[config.mk]
export PLATFORM = sky130hd
export DESIGN_NAME = smb_blk_slave
export DESIGN_NICKNAME = d
export VERILOG_FILES = /design/src/rtl/smb_pkg.sv /design/src/rtl/smb_line_sync.sv /design/src/rtl/smb_regfile.sv /design/src/rtl/smb_blk_slave.sv
export SDC_FILE = /design/constraint.sdc
export NUM_CORES = 1
export LEC_CHECK = 0
export BUFFER_PORTS_ARGS = -buffer_cell sky130_fd_sc_hd__buf_2
export CORE_MARGIN = 3
export CORE_UTILIZATION = 35
export DETAILED_ROUTE_END_ITERATION = 10
export HOLD_SLACK_MARGIN = 0.12
export PLACE_DENSITY = 0.55
export SLEW_MARGIN = 0
export SYNTH_ARGS = -nofsm -noshare
export SYNTH_HDL_FRONTEND = slang
export SYNTH_HIERARCHICAL = 1
export SYNTH_SLANG_ARGS = --single-unit
[constraint.sdc]
create_clock -name clk_i -period 9.34 [get_ports clk_i]
set_clock_uncertainty 0.2 [all_clocks]
set_input_delay 0.934 -clock clk_i [delete_from_list [all_inputs] [get_ports clk_i]]
set_output_delay 0.934 -clock clk_i [all_outputs]
set_load 0.02 [all_outputs]
[src/rtl/smb_pkg.sv]
package smb_pkg;
    localparam int BYTE_W = 8;

    typedef enum logic [2:0] {
        ST_IDLE,
        ST_RX,
        ST_ACK,
        ST_TX,
        ST_MACK,
        ST_IGNORE
    } st_e;

    typedef enum logic [1:0] {
        PH_ADDR,
        PH_CMD,
        PH_CNT,
        PH_DATA
    } ph_e;
endpackage

[src/rtl/smb_line_sync.sv]
module smb_line_sync #(
    parameter int STAGES = 2
) (
    input  logic clk_i,
    input  logic rst_ni,
    input  logic scl_i,
    input  logic sda_i,
    output logic scl_o,
    output logic sda_o,
    output logic scl_rise_o,
    output logic scl_fall_o,
    output logic start_o,
    output logic stop_o
);
    logic [1:0] stg_d [STAGES];
    logic [1:0] stg_q [STAGES];
    logic [1:0] prev_d, prev_q;
    logic [1:0] cur;

    always_comb begin
        stg_d[0] = {scl_i, sda_i};
        for (int i = 1; i < STAGES; i++) begin
            stg_d[i] = stg_q[i-1];
        end
        prev_d = stg_q[STAGES-1];
    end

    always_ff @(posedge clk_i or negedge rst_ni) begin
        if (!rst_ni) begin
            for (int i = 0; i < STAGES; i++) begin
                stg_q[i] <= 2'b11;
            end
            prev_q <= 2'b11;
        end else begin
            for (int i = 0; i < STAGES; i++) begin
                stg_q[i] <= stg_d[i];
            end
            prev_q <= prev_d;
        end
    end

    assign cur        = stg_q[STAGES-1];
    assign scl_o      = cur[1];
    assign sda_o      = cur[0];
    assign scl_rise_o = cur[1] & ~prev_q[1];
    assign scl_fall_o = ~cur[1] & prev_q[1];
    assign start_o    = cur[1] & prev_q[1] & prev_q[0] & ~cur[0];
    assign stop_o     = cur[1] & prev_q[1] & ~prev_q[0] & cur[0];
endmodule

[src/rtl/smb_regfile.sv]
module smb_regfile #(
    parameter int NREG = 8,
    parameter int DW   = 8
) (
    input  logic                  clk_i,
    input  logic                  rst_ni,
    input  logic                  wr_en_i,
    input  logic [$clog2(NREG):0] wr_idx_i,
    input  logic [DW-1:0]         wr_data_i,
    input  logic [$clog2(NREG):0] rd_idx_i,
    output logic [DW-1:0]         rd_data_o,
    output logic [NREG*DW-1:0]    regs_o
);
    localparam int IW = $clog2(NREG);
    localparam int PW = IW + 1;

    logic [DW-1:0] reg_d [NREG];
    logic [DW-1:0] reg_q [NREG];

    for (genvar g = 0; g < NREG; g++) begin : g_reg
        always_comb begin
            reg_d[g] = reg_q[g];
            if (wr_en_i && wr_idx_i == PW'(g)) begin
                reg_d[g] = wr_data_i;
            end
        end

        always_ff @(posedge clk_i or negedge rst_ni) begin
            if (!rst_ni) reg_q[g] <= '0;
            else         reg_q[g] <= reg_d[g];
        end

        assign regs_o[g*DW +: DW] = reg_q[g];
    end

    assign rd_data_o = (rd_idx_i < PW'(NREG)) ? reg_q[rd_idx_i[IW-1:0]] : '1;

    AST_WR_IN_RANGE: assert property (@(posedge clk_i) disable iff (!rst_ni)
        wr_en_i |-> (wr_idx_i < PW'(NREG)));
endmodule

[src/rtl/smb_blk_slave.sv]
module smb_blk_slave
    import smb_pkg::*;
#(
    parameter logic [6:0] DEV_ADDR = 7'h2C,
    parameter int         NREG     = 8
) (
    input  logic                   clk_i,
    input  logic                   rst_ni,
    input  logic                   scl_i,
    input  logic                   sda_i,
    output logic                   sda_oe_o,
    output logic [NREG*BYTE_W-1:0] regs_o
);
    localparam int PW = $clog2(NREG) + 1;
    localparam logic [BYTE_W-1:0] CNT_BYTE = BYTE_W'(NREG);

    typedef struct packed {
        st_e               st;
        ph_e               ph;
        logic              rd;
        logic [3:0]        cnt;
        logic [BYTE_W-1:0] sh;
        logic [PW-1:0]     ptr;
        logic              oe;
    } ctl_t;

    ctl_t q, n;
    logic scl_s, sda_s, scl_rise, scl_fall, start_c, stop_c;
    logic wr_en, load;
    logic [BYTE_W-1:0] rd_data, tx_byte;

    smb_line_sync #(.STAGES(2)) u_sync (
        .clk_i      (clk_i),
        .rst_ni     (rst_ni),
        .scl_i      (scl_i),
        .sda_i      (sda_i),
        .scl_o      (scl_s),
        .sda_o      (sda_s),
        .scl_rise_o (scl_rise),
        .scl_fall_o (scl_fall),
        .start_o    (start_c),
        .stop_o     (stop_c)
    );

    smb_regfile #(.NREG(NREG), .DW(BYTE_W)) u_regs (
        .clk_i     (clk_i),
        .rst_ni    (rst_ni),
        .wr_en_i   (wr_en),
        .wr_idx_i  (q.ptr),
        .wr_data_i (q.sh),
        .rd_idx_i  (q.ptr),
        .rd_data_o (rd_data),
        .regs_o    (regs_o)
    );

    assign tx_byte = (q.ph == PH_CNT) ? CNT_BYTE : rd_data;

    always_comb begin
        n     = q;
        wr_en = 1'b0;
        load  = 1'b0;
        if (stop_c) begin
            n.st = ST_IDLE;
            n.oe = 1'b0;
        end else if (start_c) begin
            n.st  = ST_RX;
            n.ph  = PH_ADDR;
            n.cnt = '0;
            n.oe  = 1'b0;
        end else begin
            case (q.st)
                ST_RX: begin
                    if (scl_rise) begin
                        n.sh  = {q.sh[BYTE_W-2:0], sda_s};
                        n.cnt = q.cnt + 4'd1;
                    end else if (scl_fall && q.cnt == 4'd8) begin
                        n.cnt = '0;
                        n.st  = ST_ACK;
                        n.oe  = 1'b1;
                        case (q.ph)
                            PH_ADDR: begin
                                if (q.sh[7:1] == DEV_ADDR) begin
                                    n.rd  = q.sh[0];
                                    n.ptr = '0;
                                    n.ph  = q.sh[0] ? PH_CNT : PH_CMD;
                                end else begin
                                    n.st = ST_IGNORE;
                                    n.oe = 1'b0;
                                end
                            end
                            PH_CMD: begin
                                if (q.sh == '0) begin
                                    n.ph = PH_CNT;
                                end else begin
                                    n.st = ST_IGNORE;
                                    n.oe = 1'b0;
                                end
                            end
                            PH_CNT:  n.ph = PH_DATA;
                            default: begin
                                if (q.ptr < PW'(NREG)) begin
                                    wr_en = 1'b1;
                                    n.ptr = q.ptr + PW'(1);
                                end
                            end
                        endcase
                    end
                end
                ST_ACK: begin
                    if (scl_fall) begin
                        if (q.rd) begin
                            load = 1'b1;
                        end else begin
                            n.oe  = 1'b0;
                            n.st  = ST_RX;
                            n.cnt = '0;
                        end
                    end
                end
                ST_TX: begin
                    if (scl_fall) begin
                        if (q.cnt == 4'd8) begin
                            n.oe  = 1'b0;
                            n.st  = ST_MACK;
                            n.cnt = '0;
                        end else begin
                            n.oe  = ~q.sh[BYTE_W-1];
                            n.sh  = {q.sh[BYTE_W-2:0], 1'b0};
                            n.cnt = q.cnt + 4'd1;
                        end
                    end
                end
                ST_MACK: begin
                    if (scl_rise) begin
                        if (sda_s) n.st  = ST_IGNORE;
                        else       n.cnt = 4'd1;
                    end else if (scl_fall && q.cnt == 4'd1) begin
                        load = 1'b1;
                    end
                end
                default: ;
            endcase
            if (load) begin
                n.st  = ST_TX;
                n.oe  = ~tx_byte[BYTE_W-1];
                n.sh  = {tx_byte[BYTE_W-2:0], 1'b0};
                n.cnt = 4'd1;
                if (q.ph == PH_CNT)          n.ph  = PH_DATA;
                else if (q.ptr < PW'(NREG))  n.ptr = q.ptr + PW'(1);
            end
        end
    end

    always_ff @(posedge clk_i or negedge rst_ni) begin
        if (!rst_ni) begin
            q <= '{st: ST_IDLE, ph: PH_ADDR, rd: 1'b0, cnt: '0, sh: '0, ptr: '0, oe: 1'b0};
        end else begin
            q <= n;
        end
    end

    assign sda_oe_o = q.oe;

    AST_DRIVE_SCL_LOW: assert property (@(posedge clk_i) disable iff (!rst_ni)
        $rose(q.oe) |-> !$past(scl_s));
    AST_STOP_IDLE: assert property (@(posedge clk_i) disable iff (!rst_ni)
        $past(stop_c) |-> (q.st == ST_IDLE && !q.oe));
    AST_IGNORE_QUIET: assert property (@(posedge clk_i) disable iff (!rst_ni)
        (q.st == ST_IGNORE) |-> !q.oe);
    AST_PTR_LIMIT: assert property (@(posedge clk_i) disable iff (!rst_ni)
        q.ptr <= PW'(NREG));
    AST_START_RESTART: assert property (@(posedge clk_i) disable iff (!rst_ni)
        ($past(start_c) && !$past(stop_c)) |-> (q.st == ST_RX && q.cnt == '0));
endmodule

==> results.cfg <==
[worst_setup_path]
path_cells = and4b_1 -> or2_0 -> or3_1 -> nor3_1 -> nor3b_4 -> nor2b_1 -> mux2_2
cp_data_arrival_time_ns = 3.94
cp_data_required_time_ns = 9.37
max_stage_delay_ns = 0.58
crit_type = reg2reg
cpMaxStageDelayCell = dfstp_2
crit_path_end_kind = flip-flop
cp-start-kind = flip-flop
cp_max_fo = 10

[placed_design]
post_dp_cell_area_mm2 = 0.00557
place_congestion = 0.849
io_buffer_count = 68
place_ws_ns = 5.46
dp_hpwl_um = 9070
dp_cells = 663

[sta]
worst_slack_ns = 5.44
hold_viol = 0
min_period_ns = 3.90
fin_hold_ws_ns = 0.157
setup_viol = 0
rsz0062_at_grt = no
worst_slew_pin_slew_ns = 0.915
slew_headroom = 0.390
fin_crit_sh = 0.418
clock.fmax_mhz = 256
slew_viol_final = 0
tns_ns = 0

[clocking]
numClockSinks = 93
post_cts_buffers = 0
ctsResizeCount = 0
cts_hold_buf = 0
cts_tree = done
insertion_delay_ns = 0.35
cts.reportedPaths.clkPinSlew_ns = 0.07
cts_root_buf = clkbuf_16
cts_buffers = 9
htreeDepth = 3
cts_buffer_depth = 2

[power_and_ir_drop]
power_mw = 0.863
p_per_area_mw_per_mm2 = 147
worst_ir_drop_vdd_mv = 0.0756
power_leakage_nw = 2.82

[synth]
ys_async_sr_fraction = 1.00
synth.avg_cell_area_um2 = 11.8
syn_area_mm2 = 0.00507
synth.largest_area_cell = dfrtp_1
syn-num-nets = 443
yosysSeqAreaShare = 0.460
synth_seq_cells = 93
synth_edf_count = 0
syn_inst = 431
yosys_warnings = 6
synth_top_flop_cell = dfrtp_1
synth.distinct_cells = 65
ys_top_cells_by_area = dfrtp_1 43%, mux2_2 15%, mux2i_1 7.9%
netlist.area_leader.share = 0.429

[routing]
drt-met1-wl_um = 5700
routedWlPerCell_um = 18.8
drtPass1Iterations = 4
highest_layer = met4
vias = 3666
final_antenna_net_count = 0
dr_wl_met2_um = 6210
totalWireLength_um = 12700
wl_met3_um = 603
drt_iter0_markers = 246
routed_via_density = 5.40
post-route-drc-count = 0

[floorplanning]
num_io_pins = 69
die_h_um = 126
die_area_mm2 = 0.0160
coreArea_mm2 = 0.0140
die_w_um = 126
fp-row-count = 43
start_util = 0.361

[grt]
grt_start_max_net_pins = 72
globalRouteOverflowTotal = 0
grt_pass1_wl_um = 20400
grtUsageTotal = 0.162
grt_pass1_vias = 3674
antenna_found_initial = 0

[job]
maxCapViolations = 0

[layout]
nets = 506
diodes = 0
fin_cells = 679
fin_util = 0.417
stdcell_area_mm2 = 0.00586
area_growth_pct = 15.5
drive_above_1_share = 0.349

[outcome]
outcome = finished, final reports clean

[worst_hold_path]
hold_class = reg2reg
[routing by layer]
layer  vias up  global-route usage
met5         -                   0
met4         0              0.0543
met3        13              0.0396
met2        94               0.268
met1      1827               0.208
li1       1732                   -
[cells in the mapped netlist (3+ instances only)]
cell type   n
mux2i_1    40
nor3b_1    10
buf_2      10
ha_1        8
nor3b_4     3
nand3_1    10
mux2_2     67
a31oi_1     6
o21ai_1     8
buf_1       4
a221o_1     3
a21o_1     11
a21oi_1    16
nor2b_1     8
and2_1      4
nand4_1     3
inv_1      21
and3_1      4
dfrtp_1    87
a211oi_1    3
nor3_1      4
mux2_1      3
o21ai_0     8
a22oi_1    16
nor2_1     12
dfstp_2     6
nand2_1     9
[final cells by class]
type                            instances  area [um2]
Clock inverter                          5        58.8
Timing Repair Buffer                   70         358
Fill cell                            1315        8180
Inverter                               21        78.8
Clock buffer                           11         233
Sequential cell                        93        2340
Tap cell                              180         225
Multi-Input combinational cell        299        2570
[placed cells by master (no fill, tap or decap), types with 3 or more instances in the layout]
master | Yosys | routed
inv_1 | 21 | 21
nor3b_4 | 3 | 3
nor2_1 | 12 | 12
clkbuf_16 | 0 | 9
mux2i_1 | 40 | 40
a21oi_1 | 16 | 16
a31oi_1 | 6 | 6
buf_4 | 1 | 3
nand4_1 | 3 | 3
mux2_2 | 67 | 67
nor3_1 | 4 | 4
nor3b_1 | 10 | 10
nand3_1 | 10 | 10
ha_1 | 8 | 8
a21o_1 | 11 | 11
mux2_1 | 3 | 3
dfstp_2 | 6 | 6
and2_1 | 4 | 4
o21ai_0 | 8 | 8
and3_1 | 4 | 4
a211oi_1 | 3 | 3
a22oi_1 | 16 | 16
a221o_1 | 3 | 3
buf_2 | 10 | 67
dfrtp_1 | 87 | 86
nand2_1 | 9 | 9
nor2b_1 | 8 | 8
o21ai_1 | 8 | 8
[flip-flops by register name, indices dropped and copies added, names as in the netlist]
signal	count
u_regs/regs_o	64
q	22
u_sync/cur	2
u_sync/prev_q	2
u_sync/stg_d	2
sda_oe_o	1
[path summary, 6_finish.rpt]
| path | startpoint | end | slack, ns | cells past startpoint |
|---|---|---|---|---|
| worst max-delay path | u_sync/cur[0]$_DFF_PN1_ | u_regs/regs_o[28]$_DFFE_PN0P_ | 5.44 | 7 |
| worst min-delay path | u_sync/stg_d[0]$_DFF_PN1_ | u_sync/cur[0]$_DFF_PN1_ | 0.16 | 0 |
| worst max register to register | u_sync/cur[0]$_DFF_PN1_ | u_regs/regs_o[28]$_DFFE_PN0P_ | 5.44 | 7 |
| worst min register to register | u_sync/stg_d[0]$_DFF_PN1_ | u_sync/cur[0]$_DFF_PN1_ | 0.16 | 0 |
| max in group asynchronous | rst_ni | q[3]$_DFFE_PN0P_ | 7.41 | 2 |
| min in group asynchronous | rst_ni | u_regs/regs_o[58]$_DFFE_PN0P_ | 0.27 | 1 |
[where the power goes]
group	internal (mW)	total [mW]	switching, mW
Combinational	0.0260	0.0589	0.0329
Clock	0.208	0.365	0.157
Sequential	0.413	0.439	0.0260
Total	0.647	0.863	0.216
[critical path, delay by kind of cell, from the launching register on]
kind	cells	cell delay, ns
and+or+nand+nor	6	2.60
muxes	1	0.41
DFF	1	0.58
[cell families after synthesis]
family / after synthesis / synth area share
and+or+nand+nor: 92 / 0.126
AOI/OAI and AO/OA: 89 / 0.126
muxes: 110 / 0.234
DFF: 93 / 0.460
adders and majority gates: 8 / 0.0197
buffers and inverters: 39 / 0.0335
Power figures use the tool's default switching activity.
